## src/rtl/asm_pkg.sv

```systemverilog
package asm_pkg;

    typedef enum logic [2:0] {
        ST_IDLE,
        ST_SETUP,
        ST_HOLD,
        ST_DATA,
        ST_DONE
    } asm_state_e;

    typedef enum logic [2:0] {
        TM_1,
        TM_2,
        TM_A,
        TM_B,
        TM_C,
        TM_D
    } asm_tmode_e;

    typedef struct packed {
        logic adv;      // address-valid pulse during setup
        logic hold;     // address-hold phase present
        logic oe_full;  // output enable spans the whole access
    } asm_feat_t;

    function automatic asm_feat_t feat_of(input asm_tmode_e m);
        asm_feat_t f;
        case (m)
            TM_1:    f = '{adv: 1'b0, hold: 1'b0, oe_full: 1'b1};
            TM_2:    f = '{adv: 1'b1, hold: 1'b1, oe_full: 1'b0};
            TM_A:    f = '{adv: 1'b0, hold: 1'b0, oe_full: 1'b0};
            TM_B:    f = '{adv: 1'b1, hold: 1'b0, oe_full: 1'b0};
            TM_C:    f = '{adv: 1'b1, hold: 1'b1, oe_full: 1'b1};
            default: f = '{adv: 1'b0, hold: 1'b1, oe_full: 1'b0};
        endcase
        return f;
    endfunction

endpackage

```

## src/rtl/asm_mode_sel.sv

```systemverilog
module asm_mode_sel
    import asm_pkg::*;
(
    input  logic [1:0] mtype,
    input  logic       ext,
    input  logic [1:0] rd_code,
    input  logic [1:0] wr_code,
    input  logic       is_write,
    output asm_feat_t  feat
);

    localparam logic [1:0] MT_NOR = 2'b10;

    asm_tmode_e mode;
    logic [1:0] code;

    always_comb begin
        code = is_write ? wr_code : rd_code;
        if (!ext) begin
            mode = (mtype == MT_NOR) ? TM_2 : TM_1;
        end else begin
            case (code)
                2'd0:    mode = TM_A;
                2'd1:    mode = TM_B;
                2'd2:    mode = TM_C;
                default: mode = TM_D;
            endcase
        end
        feat = feat_of(mode);
    end

endmodule

```

## src/rtl/asm_phase_timer.sv

```systemverilog
module asm_phase_timer #(
    parameter int TW = 8
) (
    input  logic          clk,
    input  logic          rst,
    input  logic          load,
    input  logic [TW-1:0] load_val,
    output logic          last
);

    logic [TW-1:0] cnt_q;

    always_ff @(posedge clk) begin
        if (rst) begin
            cnt_q <= '0;
        end else if (load) begin
            cnt_q <= load_val;
        end else if (cnt_q != '0) begin
            cnt_q <= cnt_q - 1'b1;
        end
    end

    assign last = (cnt_q == '0);

    // the phase counter steps down by exactly one per cycle
    p_cnt_step_r5: assert property (@(posedge clk) disable iff (rst)
        (!load && cnt_q != '0) |=> (cnt_q == TW'($past(cnt_q) - 1'b1)));

    // the counter stays at zero until the next phase is loaded
    p_cnt_floor_r5: assert property (@(posedge clk) disable iff (rst)
        (!load && cnt_q == '0) |=> (cnt_q == '0));

endmodule

```

## src/rtl/asm_strobe_gen.sv

```systemverilog
module asm_strobe_gen
    import asm_pkg::*;
#(
    parameter int AW  = 20,
    parameter int DW  = 16,
    parameter int BEW = DW / 8
) (
    input  logic           clk,
    input  logic           rst,
    input  asm_state_e     nxt,
    input  logic           wr,
    input  asm_feat_t      feat,
    input  logic [BEW-1:0] be,
    input  logic           load,
    input  logic [AW-1:0]  addr_in,
    input  logic [DW-1:0]  wdata_in,
    output logic [AW-1:0]  mem_addr,
    output logic           mem_ce_n,
    output logic           mem_oe_n,
    output logic           mem_we_n,
    output logic           mem_adv_n,
    output logic [BEW-1:0] mem_bl_n,
    output logic [DW-1:0]  mem_dq_o,
    output logic           mem_dq_oe,
    output logic           done
);

    logic active;
    logic in_data;
    logic in_setup;

    always_comb begin
        active   = (nxt == ST_SETUP) || (nxt == ST_HOLD) || (nxt == ST_DATA);
        in_data  = (nxt == ST_DATA);
        in_setup = (nxt == ST_SETUP);
    end

    always_ff @(posedge clk) begin
        if (rst) begin
            mem_ce_n  <= 1'b1;
            mem_oe_n  <= 1'b1;
            mem_we_n  <= 1'b1;
            mem_adv_n <= 1'b1;
            mem_bl_n  <= '1;
            mem_dq_oe <= 1'b0;
            done      <= 1'b0;
            mem_addr  <= '0;
            mem_dq_o  <= '0;
        end else begin
            mem_ce_n  <= !active;
            mem_oe_n  <= !(!wr && (in_data || (feat.oe_full && active)));
            mem_we_n  <= !(wr && in_data);
            mem_adv_n <= !(feat.adv && in_setup);
            mem_bl_n  <= active ? (wr ? ~be : '0) : '1;
            mem_dq_oe <= wr && active;
            done      <= (nxt == ST_DONE);
            if (load) begin
                mem_addr <= addr_in;
                mem_dq_o <= wdata_in;
            end
        end
    end

    // reads enable every byte lane
    p_bl_read_r8: assert property (@(posedge clk) disable iff (rst)
        !mem_oe_n |-> (mem_bl_n == '0));

    // byte lanes are idle whenever the chip is deselected
    p_bl_idle_r8: assert property (@(posedge clk) disable iff (rst)
        mem_ce_n |-> (mem_bl_n == '1));

    // the two direction strobes never overlap
    p_oe_we_excl_r6: assert property (@(posedge clk) disable iff (rst)
        !(!mem_oe_n && !mem_we_n));

endmodule

```

## src/rtl/asm_ctrl.sv

```systemverilog
module asm_ctrl
    import asm_pkg::*;
#(
    parameter int AW   = 20,
    parameter int DW   = 16,
    parameter int SETW = 4,
    parameter int HLDW = 4,
    parameter int DATW = 8
) (
    input  logic              clk,
    input  logic              rst,
    input  logic [1:0]        cfg_mtype,
    input  logic              cfg_ext,
    input  logic [1:0]        cfg_rd_mode,
    input  logic [1:0]        cfg_wr_mode,
    input  logic [SETW-1:0]   cfg_addset,
    input  logic [HLDW-1:0]   cfg_addhld,
    input  logic [DATW-1:0]   cfg_datast,
    input  logic              req_valid,
    input  logic              req_write,
    input  logic [AW-1:0]     req_addr,
    input  logic [DW-1:0]     req_wdata,
    input  logic [DW/8-1:0]   req_be,
    output logic              req_ready,
    output logic              req_done,
    output logic [DW-1:0]     req_rdata,
    output logic [AW-1:0]     mem_addr,
    output logic              mem_ce_n,
    output logic              mem_oe_n,
    output logic              mem_we_n,
    output logic              mem_adv_n,
    output logic [DW/8-1:0]   mem_bl_n,
    output logic [DW-1:0]     mem_dq_o,
    output logic              mem_dq_oe,
    input  logic [DW-1:0]     mem_dq_i
);

    localparam int BEW = DW / 8;
    localparam int SH_MAX = (SETW > HLDW) ? SETW : HLDW;
    localparam int TW = (DATW > SH_MAX) ? DATW : SH_MAX;

    function automatic logic [TW-1:0] to_load(input logic [TW-1:0] v);
        return (v == '0) ? '0 : v - 1'b1;
    endfunction

    asm_state_e      state_q, state_nxt;
    asm_feat_t       feat_in, feat_q, feat_nxt;
    logic            wr_q, wr_nxt;
    logic [BEW-1:0]  be_q, be_nxt;
    logic [TW-1:0]   hld_ld_q, dat_ld_q;
    logic [TW-1:0]   t_load_val;
    logic            t_load, t_last;
    logic            accept;
    logic [DW-1:0]   rdata_q;

    assign req_ready = (state_q == ST_IDLE);
    assign accept    = req_ready && req_valid;
    assign req_rdata = rdata_q;

    asm_mode_sel u_msel (
        .mtype    (cfg_mtype),
        .ext      (cfg_ext),
        .rd_code  (cfg_rd_mode),
        .wr_code  (cfg_wr_mode),
        .is_write (req_write),
        .feat     (feat_in)
    );

    // next-state decode
    always_comb begin
        state_nxt = state_q;
        unique case (state_q)
            ST_IDLE:  if (req_valid) state_nxt = ST_SETUP;
            ST_SETUP: if (t_last) state_nxt = feat_q.hold ? ST_HOLD : ST_DATA;
            ST_HOLD:  if (t_last) state_nxt = ST_DATA;
            ST_DATA:  if (t_last) state_nxt = ST_DONE;
            ST_DONE:  state_nxt = ST_IDLE;
            default:  state_nxt = ST_IDLE;
        endcase
    end

    // state register
    always_ff @(posedge clk) begin
        if (rst) state_q <= ST_IDLE;
        else     state_q <= state_nxt;
    end

    // transaction attributes latched on acceptance
    always_ff @(posedge clk) begin
        if (rst) begin
            wr_q     <= 1'b0;
            feat_q   <= '0;
            be_q     <= '0;
            hld_ld_q <= '0;
            dat_ld_q <= '0;
        end else if (accept) begin
            wr_q     <= req_write;
            feat_q   <= feat_in;
            be_q     <= req_be;
            hld_ld_q <= to_load(TW'(cfg_addhld));
            dat_ld_q <= to_load(TW'(cfg_datast));
        end
    end

    always_comb begin
        wr_nxt   = accept ? req_write : wr_q;
        feat_nxt = accept ? feat_in   : feat_q;
        be_nxt   = accept ? req_be    : be_q;
        t_load   = (state_nxt != state_q) &&
                   (state_nxt == ST_SETUP || state_nxt == ST_HOLD || state_nxt == ST_DATA);
        unique case (state_nxt)
            ST_SETUP: t_load_val = to_load(TW'(cfg_addset));
            ST_HOLD:  t_load_val = hld_ld_q;
            default:  t_load_val = dat_ld_q;
        endcase
    end

    asm_phase_timer #(.TW(TW)) u_timer (
        .clk      (clk),
        .rst      (rst),
        .load     (t_load),
        .load_val (t_load_val),
        .last     (t_last)
    );

    // read capture on the edge that closes the data phase
    always_ff @(posedge clk) begin
        if (rst) begin
            rdata_q <= '0;
        end else if (state_q == ST_DATA && t_last && !wr_q) begin
            rdata_q <= mem_dq_i;
        end
    end

    asm_strobe_gen #(.AW(AW), .DW(DW), .BEW(BEW)) u_strobe (
        .clk       (clk),
        .rst       (rst),
        .nxt       (state_nxt),
        .wr        (wr_nxt),
        .feat      (feat_nxt),
        .be        (be_nxt),
        .load      (accept),
        .addr_in   (req_addr),
        .wdata_in  (req_wdata),
        .mem_addr  (mem_addr),
        .mem_ce_n  (mem_ce_n),
        .mem_oe_n  (mem_oe_n),
        .mem_we_n  (mem_we_n),
        .mem_adv_n (mem_adv_n),
        .mem_bl_n  (mem_bl_n),
        .mem_dq_o  (mem_dq_o),
        .mem_dq_oe (mem_dq_oe),
        .done      (req_done)
    );

    // completion is a single-cycle pulse
    p_done_pulse_r11: assert property (@(posedge clk) disable iff (rst)
        req_done |=> !req_done);

    // the cycle after completion is idle and ready
    p_gap_r11: assert property (@(posedge clk) disable iff (rst)
        req_done |=> (mem_ce_n && req_ready));

    // output enable is only released together with completion
    p_oe_release_r10: assert property (@(posedge clk) disable iff (rst)
        $rose(mem_oe_n) |-> req_done);

    // the data bus is driven only inside a selected write access
    p_bus_owned_r9: assert property (@(posedge clk) disable iff (rst)
        mem_dq_oe |-> (!mem_ce_n && mem_oe_n));

    // the address-valid pulse sits inside the access, away from write enable
    p_adv_inside_r7: assert property (@(posedge clk) disable iff (rst)
        !mem_adv_n |-> (!mem_ce_n && mem_we_n));

    // no new acceptance while an access is in flight
    p_ready_idle_r11: assert property (@(posedge clk) disable iff (rst)
        !mem_ce_n |-> !req_ready);

endmodule

```

## config.mk

```make
export PLATFORM = sky130hd
export DESIGN_NAME = asm_ctrl
export DESIGN_NICKNAME = d
export VERILOG_FILES = /design/src/rtl/asm_pkg.sv /design/src/rtl/asm_mode_sel.sv /design/src/rtl/asm_phase_timer.sv /design/src/rtl/asm_strobe_gen.sv /design/src/rtl/asm_ctrl.sv
export SDC_FILE = /design/constraint.sdc
export NUM_CORES = 1
export LEC_CHECK = 0
export ABC_AREA = 1
export BUFFER_PORTS_ARGS = -buffer_cell sky130_fd_sc_hd__buf_2
export CORE_UTILIZATION = 40
export DETAILED_ROUTE_END_ITERATION = 6
export PLACE_DENSITY = 0.7
export SYNTH_ARGS = -nofsm -noshare
export SYNTH_HDL_FRONTEND = slang
export SYNTH_SLANG_ARGS = --single-unit
```

## constraint.sdc

```tcl
create_clock -name clk -period 5.5 [get_ports clk]
set_clock_uncertainty 0.1 [all_clocks]
set_input_delay 0.275 -clock clk [delete_from_list [all_inputs] [get_ports clk]]
set_output_delay 0.275 -clock clk [all_outputs]
set_load 0.01 [all_outputs]
```

# Yosys cells after proc, flatten, opt, wreduce, memory -nomap -nowiden
# Cells that the tools add are included.
[classes] n_shift=0 add_sub_neg=4 n_reduce_logical=28 n_mul=0 div_mod_pow=0 eq_ne=15 order_cmp=0 bitwise_logic=2 n_mux=21
[ops] cell="2-to-1 mux 8 bit" count=5
[ops] cell="== test 3 x 2 -> 1 bit (second input constant)" count=6
[ops] cell="2-to-1 mux 3 bit" count=6
[ops] cell="logical NOT 8 bit" count=2
[ops] cell="one-hot mux 8 bit (2 select lines)" count=1
[ops] cell="subtractor 8 x 1 -> 8 bit (second input constant)" count=2
[ops] cell="one-hot mux 3 bit (5 select lines)" count=1
[ops] cell="one-hot mux 3 bit (4 select lines)" count=1
[ops] cell="subtractor 4 x 1 -> 5 bit (second input constant)" count=2
[ops] cell="== test 3 x 1 -> 1 bit (second input constant)" count=3
[ops] cell="logical AND 1 bit" count=9
[ops] cell="one-hot mux 3 bit (3 select lines)" count=1
[ops] cell="logical NOT 4 bit" count=2
[ops] cell="nonzero test 8 bit" count=1
[ops] cell="== test 3 bit (second input constant)" count=2
[ops] cell="logical NOT 1 bit" count=6
[ops] cell="logical NOT 3 bit" count=2
[ops] cell="2-to-1 mux 2 bit" count=3
[ops] cell="== test 2 bit (second input constant)" count=2
[ops] cell="logical OR 1 bit" count=3
[ops] cell="2-to-1 mux 1 bit" count=3
[ops] cell="inequality test 3 bit" count=1
[ops] cell="== test 2 x 1 -> 1 bit (second input constant)" count=1
[ops] cell="logical NOT 2 bit" count=1
[ops] cell="4 further kinds" count=4
[word_totals] romBits=0 inputBits=81 latch_bits=0 output_inout_bits=61 ram_bits=0 word_cells=89 reg_bits=93 mem_count=0

# Logic depth before layout (Yosys ltp)
[logic_depth] depth_word=11 ltp_mapped=16 ltp_nobuf=15

# Cells and area by module
# From an unflattened synthesis, not the netlist that was laid out.
[hier_totals] cells_unflattened=563 hier_area_um2=4131.5
[by_module_without_submodules] mod="asm_ctrl" area_each_um2=1985.7 cells_per_inst=283 n_inst=1 seq_area_each_um2=760.7
[by_module_without_submodules] mod="asm_strobe_gen" area_each_um2=1579.0 cells_per_inst=189 n_inst=1 seq_area_each_um2=880.8
[by_module_without_submodules] mod="asm_phase_timer" area_each_um2=473.0 cells_per_inst=70 n_inst=1 seq_area_each_um2=160.2
[by_module_without_submodules] mod="asm_mode_sel" area_each_um2=93.8 cells_per_inst=21 n_inst=1 seq_area_each_um2=0.0

# Worst setup path before layout
# OpenSTA, ideal clock, no wires.
[synth_path] path_kind="flip-flop to flip-flop" from="register u_timer.cnt_q[0]" to="register u_timer.cnt_q[0]" slack_ns=3.577 arrival_ns=1.714 setup_ns=0.109 n_path_buf=2 required_time_ns=5.291 path_stages_with_launch=17 period_less_slack_ns=1.923 cell_sequence="dfxtp_1 -> inv_1 -> ha_1 -> nand2_2 -> nor2_8 -> buf_8 -> nand2_1 -> nand2_1 -> nor2_4 -> nand3_2 -> nand2_2 -> nand2_4 -> buf_6 -> nor2_1 -> nand2_1 -> nand2_1 -> inv_1"
[synth_between] elab_chain_len=8 word_cells_on_any_way=18 classes_between="1 x add/sub; 4 x eq/ne; 7 x mux; 6 x reduce/logical"
[synth_rtl] item="start: declaration" line="asm_phase_timer.sv:11" source="logic [TW-1:0] cnt_q;"
[synth_rtl] item="start signal: assignment" line="asm_phase_timer.sv:17" source="cnt_q <= load_val;"
[synth_rtl] item="start signal: assignment" line="asm_phase_timer.sv:19" source="cnt_q <= cnt_q - 1'b1;"
[synth_rtl] item="logical NOT 8 bit" line="asm_phase_timer.sv:23" source="assign last = (cnt_q == '0);"
[synth_rtl] item="2-to-1 mux 3 bit, on equally long branches" line="asm_ctrl.sv:76, asm_ctrl.sv:74, asm_ctrl.sv:75"
[synth_rtl] item="one-hot mux 3 bit (4 select lines)" line="asm_ctrl.sv:72" source="unique case (state_q)"
[synth_rtl] item="== test 3 x 1 -> 1 bit or == test 3 x 2 -> 1 bit (tied branches)" line="asm_ctrl.sv:110, asm_ctrl.sv:111"
[synth_rtl] item="logical OR 1 bit (2 in series)" line="asm_ctrl.sv:110" source="(state_nxt == ST_SETUP || state_nxt == ST_HOLD || state_nxt == ST_DATA);"
[synth_rtl] item="logical AND 1 bit" line="asm_ctrl.sv:109" source="t_load = (state_nxt != state_q) &&"
[synth_rtl] item="2-to-1 mux 8 bit or nonzero test 2 bit (tied branches)"
# Several ways; a longest one is shown, not always the timed one. The select of a mux whose other input is x is not followed.
# A chain may end at the register's enable or synchronous reset.

# Worst setup path in the final report
[layout_path] from="register state_q[0]" to="register u_timer.cnt_q[4]"
[layout_between] elab_chain_len=7 word_cells_on_any_way=19 classes_between="7 x eq/ne; 7 x mux; 5 x reduce/logical"
[layout_rtl] item="start: declaration" line="asm_ctrl.sv:46" source="asm_state_e state_q, state_nxt;"
[layout_rtl] item="start signal: assignment" line="asm_ctrl.sv:85" source="else state_q <= state_nxt;"
[layout_rtl] item="== test 3 x 2 -> 1 bit, or another cell as far along" line="asm_ctrl.sv:72"
[layout_rtl] item="one-hot mux 3 bit (4 select lines)" line="asm_ctrl.sv:72"
[layout_rtl] item="== test 3 x 1 -> 1 bit or == test 3 x 2 -> 1 bit (tied branches)" line="asm_ctrl.sv:110, asm_ctrl.sv:111"
[layout_rtl] item="logical OR 1 bit (2 in series)" line="asm_ctrl.sv:110"
[layout_rtl] item="logical AND 1 bit" line="asm_ctrl.sv:109"
[layout_rtl] item="2-to-1 mux 8 bit or nonzero test 2 bit (tied branches)"
# Several ways; a longest one is shown, not always the timed one.

==> run_results.csv <==
group,metric,value,unit
clock_network,cts_hold_repair.buffers,0,
synth,syn_area,3890,sq um
grt,antenna_found_initial,0,
routing,ant_nets,0,
timing,finalHoldViolCount,0,
timing,drv_slew,0,
floorplanning,start_util,41.7,%
finish,layout_commonest_cell,"buf_2",
timing,max_freq,336,MHz
setup_path,critical_path.max_fanout,48,
setup_path,worstPathRequired,5.64,ns
synth,postSynthAreaPerCell,7.30,sq um
finish,fillers,905,
synth,muxShareOfSynthArea,0,%
placed_design,post-dp-hpwl,6.87,mm
timing,fin_crit_sh,54.1,%
synth,synth_xor_area_share,2.03,%
timing,worst_pin_slew,1.08,ns
job,cap_violations,0,
hold_path,hold_class,"in -> reg",
hold_path,hold_depth,3,
grt,grt_use_total,19.3,%
synth,synth_top_family_by_area,"simple AND/OR/NAND/NOR gates",
floorplanning,fp-row-count,35,
setup_path,cp_data_arrival_time,3.12,ns
pwr,p_per_area,405,nW/um^2
floorplanning,boundaryPins,142,
clock_network,htree_levels,3,
placed_design,gp_congestion,0.796,
finish,layout_common_cells,"141 x buf_2, 114 x nor2_1, 95 x nand2_1",
grt,overflow,0,
floorplanning,dieArea,10100,sq um
setup_path,timing.rr.start,"state_q[0]",
floorplanning,die_y,101,um
synth,yosys.area_share.simple,30.2,%
clock_network,path_clk_slew,0.10,ns
setup_path,r2r-end,"u_timer.cnt_q[4]",
routing,routed_wl,9.49,mm
placed_design,numPortBuffers,141,
timing,setup_violations,0,
setup_path,crit_path_cell_trace,"nor2_1 > nand2_1 > nor2_2 > buf_4 > clkinv_1 > nand2_1 > nor2_4 > nand3_2 > nand2_2 > nand2_4 > nand2_1 > nand3_1 > a21oi_1",
grt,grt_pass1_vias,3514,
setup_path,cpMostUsedCell,"nand2_1",
setup_path,cp_slowest_cell,"clkinv_1",
synth,synth_seq_area_share,46.3,%
pwr,power,1.98,mW
timing,finalSetupTns,0,ns
timing,min_period,2.97,ns
timing,rsz0062_at_grt,"no",
floorplanning,dieWidth,101,um
clock_network,cts_buffer_depth,2,
pwr,vdd_drop_max,221,uV
setup_path,worstSetupPathType,"reg -> reg",
finish,post-route-util,52.5,%
routing,firstDrtPassIters,5,
clock_network,cts_buffers,9,
synth,synth_fp_nets,616,
grt,grt_max_degree,49,
setup_path,reg2reg_slack,2.53,ns
routing,drtIter0Drc,162,
finish,nNetsFinal,746,
clock_network,cts_resized,0,
synth,synth-edff-count,0,
clock_network,clkLatencyLatePin,0.36,ns
timing,maxSlewHeadroom,27.9,%
routing,remaining_drc_errors,0,
setup_path,critPathMaxStageDelay,0.62,ns
synth,ys_types,34,
synth,synthAdderAreaFrac,0.643,%
finish,drive_gt1_share,28.4,%
routing,wl_per_cell,11.9,um
synth,async_reset_ff_share,0,%
setup_path,worstSetupEndpointType,"register",
pwr,leakage,2.35,nW
finish,area_delta_synth_final,25.8,%
routing,vias,3823,
synth,ys_ff_latch,90,
setup_path,startpoint,"state_q[0]",
synth,synth-compound-area-share,13.7,%
synth,postSynthCellCount,533,
setup_path,startpoint_type,"register",
grt,grt_pass1_wl,15.5,mm
clock_network,cts_root_buf,"clkbuf_8",
clock_network,cts_setup_buffers,0,
finish,num_antenna_cells,0,
routing,avgViaCountPerCell,4.80,
setup_path,rr_worst_depth,13,
clock_network,clock_sinks,90,
synth,yosys_warnings,0,
clock_network,cts_tree,"done",
run_status,outcome,"completed",
setup_path,crit_path_end,"u_timer.cnt_q[4]",
floorplanning,core-area,9330,sq um
synth,synth_flop_cell,"dfxtp_1",
==> Yosys cell counts, types with 2 or more instances <==
| master | count | area, sq um |
|---|---|---|
| o21ai_0 | 52 | 260 |
| clkinv_1 | 2 | 7.51 |
| a21oi_1 | 36 | 180 |
| nand3_2 | 4 | 40.0 |
| a21oi_2 | 3 | 26.3 |
| o21ai_1 | 4 | 20.0 |
| xnor2_1 | 4 | 35.0 |
| o211ai_1 | 2 | 15.0 |
| nand2_2 | 3 | 18.8 |
| dfxtp_1 | 90 | 1800 |
| nand3_1 | 30 | 150 |
| nor2_1 | 115 | 432 |
| clkbuf_1 | 15 | 56.3 |
| or2_2 | 2 | 12.5 |
| ha_1 | 2 | 25.0 |
| nor3_1 | 4 | 20.0 |
| xor2_1 | 5 | 43.8 |
| nand2_4 | 3 | 33.8 |
| nor2_4 | 5 | 56.3 |
| nand2_1 | 95 | 357 |
| inv_1 | 34 | 128 |
| inv_2 | 6 | 22.5 |
| buf_2 | 6 | 30.0 |
==> stage by stage <==
stage	std cells	worst slack [ns]	hold WS, ns	cell area [sq um]
after global routing	797	2.26	0.0168	4890
after CTS	797	2.54	0.0180	4890
final	797	2.53	0.0201	4890
after detailed placement	781	2.58	0.350	4660
after floorplan	533	3.58	0.253	3890
after global placement	781	2.77	0.346	4660
==> cells by family after synthesis <==
group / Yosys count
flops: 90
buf+inv: 66
fa+ha+maj: 2
xor+xnor: 9
simple gates: 266
compound gates: 100
==> flip-flops by register name, summed over array words and instances, names as in the netlist <==
name                flops
u_strobe.mem_oe_n       1
hld_ld_q                5
dat_ld_q                8
be_q                    2
u_timer.cnt_q           8
u_strobe.mem_addr      20
u_strobe.mem_bl_n       2
u_strobe.done           1
feat_q                  3
req_rdata              16
wr_q                    1
u_strobe.mem_ce_n       1
u_strobe.mem_dq_oe      1
u_strobe.mem_adv_n      1
u_strobe.mem_we_n       1
state_q                 3
u_strobe.mem_dq_o      16
==> worst max-delay path, delay by kind of cell (launching register included) <==
kind	cells	cell delay, ns
AND/OR/NAND/NOR	10	1.32
flip-flops	1	0.35
buffers and inverters	2	1.00
AO/OA/AOI/OAI	1	0.08
==> worst min path at each step <==
stage	from	to	slack, ns
2_1_floorplan	rst	be_q[1]	0.25
3_3_place_gp	req_rdata[1]	req_rdata[1]	0.35
3_5_place_dp	req_rdata[14]	req_rdata[14]	0.35
4_1_cts	req_addr[14]	u_strobe.mem_addr[14]	0.02
5_1_grt	req_addr[14]	u_strobe.mem_addr[14]	0.02
6_report	req_wdata[3]	u_strobe.mem_dq_o[3]	0.02
==> layout make-up <==
| class | instances | area (sq um) | share of cell area, % |
|---|---|---|---|
| Multi-Input combinational cell | 377 | 1820 | 37.1 |
| Sequential cell | 90 | 1800 | 36.8 |
| Timing Repair Buffer | 143 | 721 | 14.7 |
| Tap cell | 129 | 161 | 3.30 |
| Inverter | 42 | 158 | 3.22 |
| Clock buffer | 11 | 151 | 3.09 |
| Clock inverter | 5 | 85.1 | 1.74 |
==> layer usage <==
metal | GRT usage (%) | part of all wire (%)
met5 | 0 | 0
met3 | 7.63 | 8.5
met4 | 5.35 | 1.4
met2 | 33.7 | 47
met1 | 21.7 | 43
==> power by group <==
group          leakage [nW]  internal [mW]  switching (mW)
registers             0.740          0.748          0.0546
clock network         0.116          0.283           0.239
logic                  1.49          0.234           0.424
total                  2.35           1.26           0.717
Note: power is estimated with default switching activity, not from simulation.
